`src/rtl/cfgrom_pkg.sv`:
```
package cfgrom_pkg;
  localparam int VLD_BIT  = 0;
  localparam int CMD_BIT  = 1;
  localparam int ERR_BIT  = 2;
  localparam int ADDR_LSB = 2;
  localparam int DATA_LSB = 16;
  localparam int DW       = 16;

  typedef enum logic [1:0] {
    FS_IDLE = 2'd0,
    FS_REQ  = 2'd1,
    FS_WAIT = 2'd2
  } fetch_state_t;
endpackage

```
`src/rtl/cfgrom_wdog.sv`:
```
module cfgrom_wdog #(
  parameter int CLK_MHZ = 250,
  parameter int TMO_US  = 5000
) (
  input  logic clk,
  input  logic rst,
  input  logic start_i,
  input  logic busy_i,
  output logic expire_o
);
  localparam int LIMIT = CLK_MHZ * TMO_US;
  localparam int CW    = $clog2(LIMIT + 1);
  localparam logic [CW-1:0] LAST = CW'(LIMIT - 1);

  logic [CW-1:0] cnt_q;

  always_ff @(posedge clk) begin
    if (rst) begin
      cnt_q <= '0;
    end else if (start_i) begin
      cnt_q <= '0;
    end else if (busy_i && cnt_q != LAST) begin
      cnt_q <= cnt_q + 1'b1;
    end
  end

  assign expire_o = busy_i && (cnt_q == LAST);

  AST_WDOG_BOUND: assert property (@(posedge clk) disable iff (rst)
    busy_i |-> (cnt_q <= LAST));
endmodule

```
`src/rtl/cfgrom_fetch.sv`:
```
module cfgrom_fetch
  import cfgrom_pkg::*;
#(
  parameter int AW = 9
) (
  input  logic          clk,
  input  logic          rst,
  input  logic          start_i,
  input  logic [AW-1:0] addr_i,
  input  logic          expire_i,
  input  logic          mem_gnt,
  input  logic          mem_rvalid,
  input  logic [DW-1:0] mem_rdata,
  output logic          mem_req,
  output logic [AW-1:0] mem_addr,
  output logic          busy_o,
  output logic          done_o,
  output logic          abort_o,
  output logic [DW-1:0] data_o
);
  fetch_state_t state_q, state_d;

  assign done_o  = (state_q == FS_WAIT) && mem_rvalid;
  assign abort_o = expire_i && !done_o;
  assign busy_o  = (state_q != FS_IDLE);
  assign mem_req = (state_q == FS_REQ);
  assign mem_addr = addr_i;
  assign data_o  = mem_rdata;

  always_comb begin
    state_d = state_q;
    unique case (state_q)
      FS_IDLE: if (start_i) state_d = FS_REQ;
      FS_REQ: begin
        if (abort_o)      state_d = FS_IDLE;
        else if (mem_gnt) state_d = FS_WAIT;
      end
      FS_WAIT: if (done_o || abort_o) state_d = FS_IDLE;
      default: state_d = FS_IDLE;
    endcase
  end

  always_ff @(posedge clk) begin
    if (rst) state_q <= FS_IDLE;
    else     state_q <= state_d;
  end

  AST_START_IDLE: assert property (@(posedge clk) disable iff (rst)
    start_i |-> (state_q == FS_IDLE));
  AST_REQ_HOLD: assert property (@(posedge clk) disable iff (rst)
    (mem_req && !mem_gnt && !expire_i) |=> (mem_req && $stable(mem_addr)));
  AST_ONE_REQ: assert property (@(posedge clk) disable iff (rst)
    (mem_req && mem_gnt) |=> !mem_req);
endmodule

```
`src/rtl/cfgrom_csr.sv`:
```
module cfgrom_csr
  import cfgrom_pkg::*;
#(
  parameter int AW = 9
) (
  input  logic          clk,
  input  logic          rst,
  input  logic          wr_en,
  input  logic [31:0]   wr_data,
  input  logic          rd_en,
  output logic [31:0]   rd_data,
  input  logic          busy_i,
  input  logic          done_i,
  input  logic          abort_i,
  input  logic [DW-1:0] rdata_i,
  output logic          start_o,
  output logic [AW-1:0] addr_o
);
  logic          cmd_q, vld_q, err_q;
  logic [DW-1:0] data_q;
  logic [AW-1:0] addr_q;
  logic [31:0]   view;

  assign start_o = wr_en && cmd_q && !busy_i && !wr_data[CMD_BIT];
  assign addr_o  = addr_q;

  always_comb begin
    view = '0;
    view[VLD_BIT] = vld_q;
    view[CMD_BIT] = cmd_q;
    view[ERR_BIT] = err_q;
    view[DATA_LSB +: DW] = data_q;
  end

  always_ff @(posedge clk) begin
    if (rst) begin
      cmd_q  <= 1'b1;
      vld_q  <= 1'b0;
      err_q  <= 1'b0;
      data_q <= '0;
      addr_q <= '0;
    end else begin
      if (start_o) begin
        cmd_q  <= 1'b0;
        vld_q  <= 1'b0;
        data_q <= '0;
        addr_q <= wr_data[ADDR_LSB +: AW];
      end else if (done_i) begin
        cmd_q  <= 1'b1;
        vld_q  <= 1'b1;
        data_q <= rdata_i;
      end else if (abort_i) begin
        cmd_q  <= 1'b1;
      end
      if (abort_i)                        err_q <= 1'b1;
      else if (wr_en && wr_data[ERR_BIT]) err_q <= 1'b0;
    end
  end

  always_ff @(posedge clk) begin
    if (rst)        rd_data <= '0;
    else if (rd_en) rd_data <= view;
  end

  AST_CMD_IDLE: assert property (@(posedge clk) disable iff (rst)
    cmd_q == !busy_i);
  AST_START_CLR: assert property (@(posedge clk) disable iff (rst)
    start_o |=> (!vld_q && !cmd_q));
  AST_DONE_VALID: assert property (@(posedge clk) disable iff (rst)
    done_i |=> (vld_q && cmd_q));
  AST_ABORT_ERR: assert property (@(posedge clk) disable iff (rst)
    abort_i |=> (err_q && !vld_q && cmd_q));
  AST_ERR_STICKY: assert property (@(posedge clk) disable iff (rst)
    (err_q && !(wr_en && wr_data[ERR_BIT])) |=> err_q);
endmodule

```
`src/rtl/cfgrom_rd_csr.sv`:
```
module cfgrom_rd_csr
  import cfgrom_pkg::*;
#(
  parameter int CLK_MHZ = 250,
  parameter int TMO_US  = 5000,
  parameter int AW      = 9
) (
  input  logic          clk,
  input  logic          rst,
  input  logic          reg_wr_en,
  input  logic [31:0]   reg_wr_data,
  input  logic          reg_rd_en,
  output logic [31:0]   reg_rd_data,
  output logic          mem_req,
  output logic [AW-1:0] mem_addr,
  input  logic          mem_gnt,
  input  logic          mem_rvalid,
  input  logic [15:0]   mem_rdata
);
  logic          start, busy, done, abort, expire;
  logic [AW-1:0] word_addr;
  logic [DW-1:0] fetched;

  cfgrom_csr #(.AW(AW)) u_csr (
    .clk(clk), .rst(rst),
    .wr_en(reg_wr_en), .wr_data(reg_wr_data),
    .rd_en(reg_rd_en), .rd_data(reg_rd_data),
    .busy_i(busy), .done_i(done), .abort_i(abort), .rdata_i(fetched),
    .start_o(start), .addr_o(word_addr)
  );

  cfgrom_fetch #(.AW(AW)) u_fetch (
    .clk(clk), .rst(rst),
    .start_i(start), .addr_i(word_addr), .expire_i(expire),
    .mem_gnt(mem_gnt), .mem_rvalid(mem_rvalid), .mem_rdata(mem_rdata),
    .mem_req(mem_req), .mem_addr(mem_addr),
    .busy_o(busy), .done_o(done), .abort_o(abort), .data_o(fetched)
  );

  cfgrom_wdog #(.CLK_MHZ(CLK_MHZ), .TMO_US(TMO_US)) u_wdog (
    .clk(clk), .rst(rst),
    .start_i(start), .busy_i(busy), .expire_o(expire)
  );
endmodule

```
`config.mk`:
```
export PLATFORM = sky130hd
export DESIGN_NAME = cfgrom_rd_csr
export DESIGN_NICKNAME = d
export VERILOG_FILES = /design/src/rtl/cfgrom_pkg.sv /design/src/rtl/cfgrom_wdog.sv /design/src/rtl/cfgrom_fetch.sv /design/src/rtl/cfgrom_csr.sv /design/src/rtl/cfgrom_rd_csr.sv
export SDC_FILE = /design/constraint.sdc
export NUM_CORES = 1
export LEC_CHECK = 0
export BUFFER_PORTS_ARGS = -buffer_cell sky130_fd_sc_hd__clkbuf_2
export CORE_ASPECT_RATIO = 0.5
export CORE_MARGIN = 8
export CORE_UTILIZATION = 50
export CTS_BUF_LIST = sky130_fd_sc_hd__clkbuf_16
export DETAILED_ROUTE_END_ITERATION = 7
export HOLD_SLACK_MARGIN = 0.12
export PLACE_DENSITY_LB_ADDON = 0.1
export SYNTH_ARGS = -nofsm -noshare
export SYNTH_HDL_FRONTEND = slang
export SYNTH_SLANG_ARGS = --single-unit
```
`constraint.sdc`:
```
create_clock -name clk -period 1.9 [get_ports clk]
set_input_delay 0.475 -clock clk [delete_from_list [all_inputs] [get_ports clk]]
set_output_delay 0.475 -clock clk [all_outputs]
set_load 0.03 [all_outputs]
```
# After elaboration in Yosys (flattened, before gate mapping)
# Index checks and enable logic that the tools add are counted.
# totals
reg_bits,70
in_bits,54
out_inout_bits,42
# classes
add_sub_neg,1
eq_ne,7
mux,10
n_reduce_logical,18
# op_table
cell,count
adder 21 x 1 -> 21 bit (second input constant),1
equality test 21 bit (second input constant),1
inequality test 21 bit (second input constant),1
logical AND 1 bit,8
2-to-1 mux 2 bit,4
one-hot mux 2 bit (3 select lines),1
2-to-1 mux 1 bit,5
inequality test 2 bit (second input constant),2
nonzero test 2 bit,2
zero test 1 bit,3
inequality test 3 x 1 -> 1 bit (second input constant),1
AND reduction 3 bit,1
nonzero test 3 bit,1
equality test 2 x 1 -> 1 bit (second input constant),1
equality test 2 bit (second input constant),1
zero test 2 bit,1
OR reduction 2 bit,1
logical OR 1 bit,1

# Depth between registers and ports, before layout
# Gate-level depths: netlist of the first run.
# logic_depth
depth_word,7
mapped_depth,7
ltp_nobuf,6

# Modules after synthesis
# Synthesis of the first run repeated with hierarchy kept, for this count alone.
# unflattened
cells_unflattened,341
hier_area_um2,3342.0
# modules_own_cells
module,instances,cells_per_inst,area_each_um2,seq_area_each_um2
cfgrom_csr,1,178,1940.6,940.9
cfgrom_wdog,1,126,1086.0,420.4
cfgrom_fetch,1,37,315.3,40.0

# Worst setup path after synthesis of the first run
# No wires, ideal clock.
# synth_path
path_kind,register -> register
start,register u_wdog.cnt_q[8]
end,register u_wdog.cnt_q[15]
setup_ns,0.120
arrival_time_ns,1.657
t_required_ns,1.780
slack_ns,0.123
stages_incl_launch_ff,8
synth_period_minus_slack_ns,1.777
path_cell_list,dfxtp_1 > clkbuf_2 > or4b_4 > nor4_4 > a21o_1 > buf_6 > or3_1 > a21oi_2
# synth_via
elab_chain_len,2
word_cells_on_any_way,3
classes_between,add/sub (1); eq/ne (1); reduce/logical (1)
# synth_lines
element,line,rtl
start: declaration,cfgrom_wdog.sv:15,logic [CW-1:0] cnt_q;
start signal: assignment,cfgrom_wdog.sv:23,cnt_q <= cnt_q + 1'b1;
branches (longest 2 deep; another with adder 21 x 1 -> 21 bit),--,
# Parallel ways; which one is timed is not known.
# A chain may end at the register's enable or synchronous reset.

# Final worst setup path of the first run
# layout_path
start,register u_wdog.cnt_q[18]
end,register u_wdog.cnt_q[19]
# The elaborated chain is that of the path after synthesis.

==> results.yml, run 1 <==
placement:
  hpwl_um: 5040
  gp_congestion: 0.930
  dpl-instance-area_sq_um: 3460
  dp_slack_ps: 12.5
  io_buffers: 60
cells_and_area:
  insertedDiodeCount: 0
  drive_gt1_frac: 0.298
  final_common_cell: "dfxtp_1"
  finish.instance_area_sq_um: 3810
  post-route-util: 0.679
  synthToLayoutAreaGrowth_pct: 28.1
  final_cell_mix: "dfxtp_1, nand2_1, clkbuf_2"
  fin_nets: 479
drt:
  drcViolationCount: 0
  drtIter0Drc: 193
  vias: 2631
  first_pass_iters: 4
  totalWireLength_um: 7250
  wl_per_cell_um: 14.4
  ant_nets: 0
  viasPerCell: 5.24
critical_path:
  worstPathArrival_ps: 2120
  path_max_fanout: 3
  end_kind: "flop"
  cp.required_ps: 2160
  start_kind: "flop"
  path_class: "flop to flop"
sta:
  setup-tns-final_ps: 0
  fin_crit_ps: 1870
  setup_viol: 0
  grt_setup_unrepaired: "yes"
  max_freq_mhz: 536
  final.period_utilization: 0.983
  fin_ws_ps: 32.8
  slew_violations: 0
  hold_viol_final: 0
  skew_ps: 4.92
pwr:
  p_comb_frac: 0.079
  power.share.clock: 0.482
  p_seq_frac: 0.439
  p_leak_nw: 1.57
  power_density_nw_per_um2: 899
  p_sw_uw: 818
  ir_drop_uv: 418
  p_sw_frac: 0.239
  total_power_mw: 3.42
  p_int_mw: 2.60
clock_tree:
  numClockSinks: 70
  htreeDepth: 3
  cts_tree: "built"
  cts.path.max_buffers: 2
  numCtsBuffers: 9
  cts_root_buf: "clkbuf_16"
  clk_pin_slew_worst_paths_ps: 60
  ctsHoldBuffers: 0
  insertion_delay_ps: 330
die:
  io_pins: 96
  dieArea_sq_um: 8820
  die_w_um: 125
  fp.coreArea_sq_um: 5610
  start_util: 0.530
  row_count: 19
  die_h_um: 70.5
yosys:
  muxShareOfSynthArea: 0.0775
  synth_area_per_cell_sq_um: 8.64
  synthArstFlopShare: 0
  yosys.area_share.simple: 0.256
  syn_inst: 344
  yosysWarnings: 0
  mappedNetlistArea_sq_um: 2970
  synthXorXnorAreaFrac: 0.0236
  synth_edf_count: 0
  synth_ff_type: "dfxtp_1"
  synth_fa_ha_area_frac: 0.00421
  synthDistinctLibCells: 42
  synth_top_family_by_area: "simple AND/OR/NAND/NOR gates"
  synth_compound_area_frac: 0.102
  synth-seq-cells: 70
  synth_seq_area_share: 0.472
global_route:
  grt_first_pass_wirelength_um: 12000
  overflow: 0
  grt_max_degree: 39
  antenna_found_initial: 0
  grtUsageTotal: 0.165
  grt_pass1_vias: 2582
run_status:
  status: "finished, final reports clean"
flow_run:
  max-cap-violations: 0
worst_hold_path:
  hp-class: "primary input to flop"
[synth_stat cells, types with 3 or more instances]
master	count	share of area
nand4_1	11	0.023
mux2i_1	23	0.077
or3_1	7	0.015
nand3_1	6	0.010
buf_2	6	0.010
xor2_1	5	0.015
nor3_1	7	0.012
o21ai_1	5	0.0084
xnor2_1	3	0.0088
nor2_1	36	0.045
or2_2	5	0.011
dfxtp_1	70	0.47
nand2_1	65	0.082
a21oi_2	6	0.018
a21oi_1	31	0.052
clkbuf_1	10	0.013
buf_4	13	0.033
[power groups by stage]
stage | combinational, mW | sequential, mW | clock (mW)
after floorplan | 0.168 | 1.56 | 0
after global placement | 0.263 | 1.53 | 0
final | 0.269 | 1.50 | 1.65
after detailed placement | 0.266 | 1.53 | 0
after global routing | 0.292 | 1.50 | 1.76
after CTS | 0.268 | 1.50 | 1.68
[registers in the layout, indices dropped and copies added, names as in the netlist]
register,count
u_csr.data_q,16
u_fetch.state_q,2
u_csr.addr_o,9
u_csr.cmd_q,1
u_csr.err_q,1
u_wdog.cnt_q,21
u_csr.vld_q,1
u_csr.rd_data,19
[per-layer routing]
metal,share of wire,vias up,global-route usage
met5,0,-,0
met4,0.015,0,0.0615
met3,0.072,11,0.0643
met2,0.46,83,0.274
met1,0.46,1222,0.191
li1,-,1315,-
[path summary, 6_finish.rpt]
path                                  from  slack, ps                       endpoint  depth (start not counted)
max          u_wdog.cnt_q[18]$_SDFFE_PP0P_         30  u_wdog.cnt_q[19]$_SDFFE_PP0P_                          6
min                           mem_rdata[9]        370   u_csr.data_q[9]$_SDFFE_PP0P_                          3
min reg2reg   u_csr.addr_o[3]$_SDFFE_PP0P_        450   u_csr.addr_o[3]$_SDFFE_PP0P_                          2
max reg2reg  u_wdog.cnt_q[18]$_SDFFE_PP0P_         30  u_wdog.cnt_q[19]$_SDFFE_PP0P_                          6
[logic make-up (layout without fill, tap and decap cells)]
group	Yosys count	count (layout)
AO/OA/AOI/OAI	52	52
adder cells (fa/ha/maj)	1	1
multiplexers	23	23
flip-flops	70	70
other	1	13
AND/OR/NAND/NOR	156	156
buffers and inverters	33	106
XOR/XNOR	8	8
[repair_timing]
item,in CTS,in global routing
pin swaps,0,7
resized for setup,1,9
cloned,0,0
setup endpoints to repair,2,11
buffers inserted,0,1
[layout make-up]
type                            instances  area, sq um
Fill cell                             439         1800
Multi-Input combinational cell        253         1470
Sequential cell                        70         1400
Timing Repair Buffer                   89          543
Clock buffer                            9          225
Tap cell                               73         91.3
Clock inverter                          7         75.1
Inverter                                1         3.75
[worst max-delay path, stage by stage, from the launching register on]
cell and delay [ps]:
dfxtp_2 320, or4_4 560, nor4_4 350, buf_4 180
a21oi_4 70, nand4_1 140, mux2i_1 190
[stage by stage]
step	cells	hold slack [ps]
after floorplan	356	436
after global placement	485	441
after detailed placement	485	446
after CTS	501	355
after global routing	502	365
final	502	366
No activity file was read; power rests on OpenSTA's default activity.
==> inputs of run 2 (changes only) <==
- CORE_UTILIZATION: 50 -> 52
- SYNTH_HIERARCHICAL: not set -> 1
==> results.yml, run 2 <==
placement:
  hpwl_um: 4990
  io_buffers: 60
  gp_congestion: 0.808
  dpl-instance-area_sq_um: 3560
  dp_slack_ps: 57.8
cells_and_area:
  top_regs: "u_wdog/cnt_q x21, u_csr/rd_data x19, u_csr/data_q x16"
  top_register: "u_wdog/cnt_q"
  finish.instance_area_sq_um: 3890
  drive_gt1_frac: 0.298
  largest_register_ffs: 21
  insertedDiodeCount: 0
  final_common_cell: "dfxtp_1"
  fin_nets: 443
  post-route-util: 0.634
  synthToLayoutAreaGrowth_pct: 16.3
  final_cell_mix: "dfxtp_1, clkbuf_2, mux2i_1"
global_route:
  grt_first_pass_wirelength_um: 11200
  overflow: 0
  grt_max_degree: 35
  antenna_found_initial: 0
  grt_pass1_vias: 2437
  grtUsageTotal: 0.152
drt:
  wl_per_cell_um: 14.3
  drcViolationCount: 0
  drtIter0Drc: 91
  ant_nets: 0
  vias: 2394
  first_pass_iters: 4
  totalWireLength_um: 6860
  viasPerCell: 4.99
clock_tree:
  cts_tree: "built"
  numCtsBuffers: 9
  cts_root_buf: "clkbuf_16"
  ctsHoldBuffers: 0
  cts.path.max_buffers: 2
  clk_pin_slew_worst_paths_ps: 60
  htreeDepth: 3
  post_cts.repair.setup_buffers: 0
  numClockSinks: 70
  cts_repair_resize_count: 0
  insertion_delay_ps: 340
yosys:
  synth_top_cell_by_area: "dfxtp_1"
  yosys.cell_count.top_type: "dfxtp_1"
  synth_edf_count: 0
  synthDistinctLibCells: 48
  netlist_top_cells_count: "dfxtp_1, mux2i_1, buf_4"
  synth_area_per_cell_sq_um: 9.80
  synthArstFlopShare: 0
  yosysWarnings: 6
  synth_area_leaders: "dfxtp_1, mux2i_1, buf_4"
  synth_ff_type: "dfxtp_1"
  mappedNetlistArea_sq_um: 3340
  synth-seq-cells: 70
  yosysTopAreaCellShare: 0.419
  syn_inst: 341
  synth_seq_area_share: 0.419
sta:
  final.period_utilization: 0.943
  max_freq_mhz: 558
  hold_viol_final: 0
  fin_crit_ps: 1790
  slew_violations: 0
  grt_setup_unrepaired: "no"
  setup_viol: 0
  skew_ps: 6.00
  fin_ws_ps: 108
flow_run:
  max-cap-violations: 0
die:
  io_pins: 96
  row_count: 20
  die_h_um: 72.7
  die_w_um: 129
  start_util: 0.545
  dieArea_sq_um: 9400
  fp.coreArea_sq_um: 6130
critical_path:
  timing.critical_path.mode_cell: "buf_4"
  worstPathArrival_ps: 2050
  crit_family: "simple AND/OR/NAND/NOR gates"
  critPathSlowestCell: "or3b_1"
  end_kind: "flop"
  start_kind: "flop"
  cp.required_ps: 2160
  path_cells: "ha_1, nand3_2, buf_4, nor2_1, nor4b_2, buf_4, or3b_1, a211oi_2"
  path_class: "flop to flop"
  path_max_fanout: 5
  max_stage_delay_ps: 400
  critPathBufInv: 2
worst_hold_path:
  hp-class: "primary input to flop"
pwr:
  power_density_nw_per_um2: 873
  p_leak_nw: 1.58
  ir_drop_uv: 469
run_status:
  status: "finished, final reports clean"
[run 2: changes by cell type in the layout (fill, tap and decap cells not counted), sizes merged, moves of 4 or more]
cell    delta
a21oi     -32
buf       -11
mux2i     +21
nand2     -54
nand2b    +20
nand4      -7
nor3      +17
xnor2      +4
[run 2: logic make-up (layout without fill, tap and decap cells)]
| kind of cell | Yosys count | count (layout) | share of synthesized area |
|---|---|---|---|
| AO/OA/AOI/OAI | 22 | 22 | 0.0524 |
| XOR/XNOR | 11 | 11 | 0.0288 |
| adder cells (fa/ha/maj) | 1 | 1 | 0.00374 |
| buffers and inverters | 58 | 97 | 0.128 |
| flip-flops | 70 | 70 | 0.419 |
| multiplexers | 44 | 44 | 0.132 |
| other | 1 | 13 | 0.00112 |
| AND/OR/NAND/NOR | 134 | 134 | 0.234 |
[run 2: worst reg2reg max path, cell delays in order, from the launching register on]
cell	delay, ps
dfxtp_1	310
ha_1	220
nand3_2	90
buf_4	140
nor2_1	40
nor4b_2	150
buf_4	150
or3b_1	400
a211oi_2	210
[run 2: power breakdown]
part | internal, mW | leakage (nW) | switching, mW
combinational | 0.116 | 0.877 | 0.181
sequential | 1.49 | 0.566 | 0.0144
clock | 0.992 | 0.138 | 0.595
total | 2.60 | 1.58 | 0.791
[run 2: per-layer routing]
| layer | wire [um] | GRT usage |
|---|---|---|
| met5 | 0 | 0 |
| met4 | 51 | 0.0581 |
| met3 | 450 | 0.0583 |
| met2 | 3450 | 0.277 |
| met1 | 2910 | 0.157 |
[run 2: layout make-up]
cell class | instances | area (sq um)
clock buffers | 9 | 225
clock inverters | 6 | 56.3
fillers | 547 | 2240
inverters | 3 | 11.3
multi-input cells | 225 | 1580
flip-flops and latches | 70 | 1400
well taps | 88 | 110
repair buffers | 79 | 502
[run 2: final timing paths]
| check | start | end | slack [ps] | cells past startpoint |
|---|---|---|---|---|
| setup / recovery | u_wdog/cnt_q[0]$_SDFFE_PP0P_ | u_fetch/state_q[0]$_SDFFE_PP0P_ | 110 | 8 |
| hold / removal | reg_wr_data[10] | u_csr/addr_o[8]$_SDFFE_PP0P_ | 380 | 3 |
| setup reg to reg | u_wdog/cnt_q[0]$_SDFFE_PP0P_ | u_fetch/state_q[0]$_SDFFE_PP0P_ | 110 | 8 |
| hold reg to reg | u_fetch/state_q[1]$_SDFFE_PP0P_ | u_fetch/state_q[0]$_SDFFE_PP0P_ | 450 | 1 |
[run 2: through the flow]
step,hold slack [ps],cells,setup TNS (ps),total power [mW]
after floorplan,414,353,-19.1,1.80
after global placement,430,464,0,1.82
after detailed placement,452,464,0,1.82
after CTS,375,479,0,3.41
after global routing,384,480,0,3.51
final,380,480,0,3.39
==> inputs of run 3 (changes only) <==
- BUFFER_PORTS_ARGS: -buffer_cell sky130_fd_sc_hd__clkbuf_2 -> not set
- CORE_UTILIZATION: 52 -> 63
- DONT_BUFFER_PORTS: not set -> 1
==> results.yml, run 3 (synthesized netlist as in run 2, its figures left out) <==
global_route:
  antenna_found_initial: 0
  met3_usage: 0.0641
  overflow: 0
  grt_pass1_vias: 2148
  grt_max_degree: 61
  grt.met1_usage: 0.173
  grtUsageTotal: 0.157
  grt_busiest_layer: "met2"
  grt_first_pass_wirelength_um: 10100
  grt_use_met2: 0.277
critical_path:
  crit_family: "simple AND/OR/NAND/NOR gates"
  worstPathArrival_ps: 2040
  max_stage_delay_ps: 410
  path_class: "flop to flop"
  end_kind: "flop"
  critPathSlowestCell: "or4_1"
  path_max_fanout: 6
  critPathBufInv: 1
  start_kind: "flop"
  r2r_setup_slack_ps: 100
  path_cells: "buf_4, and4_4, nand3_2, or2_1, or4_1, a21oi_1"
  cp.required_ps: 2150
sta:
  hold_viol_final: 0
  skew_ps: 8.96
  max_freq_mhz: 557
  setup_viol: 0
  holdWs_ps: 205
  grt_setup_unrepaired: "no"
  fin_crit_ps: 1800
  slew_violations: 0
  final.period_utilization: 0.945
die:
  row_count: 18
  fp.coreArea_sq_um: 5020
  die_h_um: 67.5
  die_w_um: 119
  start_util: 0.665
  dieArea_sq_um: 8030
  io_pins: 96
pwr:
  power_density_nw_per_um2: 919
  total_power_mw: 3.21
  ir_drop_uv: 528
  p_leak_nw: 1.29
clock_tree:
  cts_tree: "built"
  numCtsBuffers: 9
  numClockSinks: 70
  htreeDepth: 3
  insertion_delay_ps: 330
  clk_pin_slew_worst_paths_ps: 60
  cts_root_buf: "clkbuf_16"
  ctsHoldBuffers: 0
  cts.path.max_buffers: 2
cells_and_area:
  drive_gt1_frac: 0.173
  largest_register_ffs: 21
  insertedDiodeCount: 0
  fin_nets: 380
  synthToLayoutAreaGrowth_pct: 4.64
  final_cell_mix: "dfxtp_1, mux2i_1, nor2_1"
  final_common_cell: "dfxtp_1"
  top_regs: "u_wdog/cnt_q x21, u_csr/rd_data x19, u_csr/data_q x16"
  top_register: "u_wdog/cnt_q"
  fin_cells: 400
placement:
  io_buffers: 0
  hpwl_um: 4460
  gp_congestion: 0.842
  dp_cells: 383
drt:
  vias: 2174
  drtIter0Drc: 122
  ant_nets: 0
  totalWireLength_um: 6310
  wl_per_cell_um: 15.8
  drcViolationCount: 0
  first_pass_iters: 4
  viasPerCell: 5.44
worst_hold_path:
  hp-class: "primary input to flop"
run_status:
  status: "finished, final reports clean"
flow_run:
  max-cap-violations: 0
[run 3: changes by cell type in the layout (fill, tap and decap cells not counted), moves of 2 or more]
cell / delta
clkinv_2: +2
inv_6: +2
clkbuf_2: -60
inv_1: -2
[run 3: final timing paths]
path | start | end | depth (start not counted)
setup / recovery | u_wdog/cnt_q[8]$_SDFFE_PP0P_ | u_wdog/cnt_q[14]$_SDFFE_PP0P_ | 6
hold / removal | rst | u_fetch/state_q[0]$_SDFFE_PP0P_ | 1
setup reg to reg | u_wdog/cnt_q[8]$_SDFFE_PP0P_ | u_wdog/cnt_q[14]$_SDFFE_PP0P_ | 6
hold reg to reg | u_fetch/state_q[1]$_SDFFE_PP0P_ | u_fetch/state_q[0]$_SDFFE_PP0P_ | 1
[run 3: layer usage]
metal,vias to the layer above,wire (um)
met5,-,0
met2,60,3080
met3,6,380
met1,1012,2800
met4,0,45
li1,1096,-
[run 3: area by class of cell]
cell class	instances	area, sq um
multi-input combinational	225	1580
timing repair buffer	16	145
inverter	3	11.3
fill	376	1530
clock buffer	9	225
tap	70	87.6
clock inverter	7	47.5
sequential	70	1400
[run 3: stage by stage]
stage	util	worst slack, ps	setup TNS, ps	area, sq um
final	0.696	105	0	3500
after CTS	0.692	37.8	0	3470
after global routing	0.696	0.957	0	3500
after detailed placement	0.638	78.3	0	3200
after floorplan	-	-19.1	-19.1	3410
after global placement	0.638	79.6	0	3200
[run 3: power by group]
group	total [mW]	leakage [nW]	switching (mW)	internal, mW
logic	0.171	0.589	0.104	0.0670
registers	1.54	0.566	0.0437	1.49
clock network	1.51	0.134	0.623	0.884
[run 3: timing repair]
action / in CTS / in global routing
resized for setup: 0 / 3
endpoints found under the setup margin: 0 / 3
setup buffers: 0 / 1
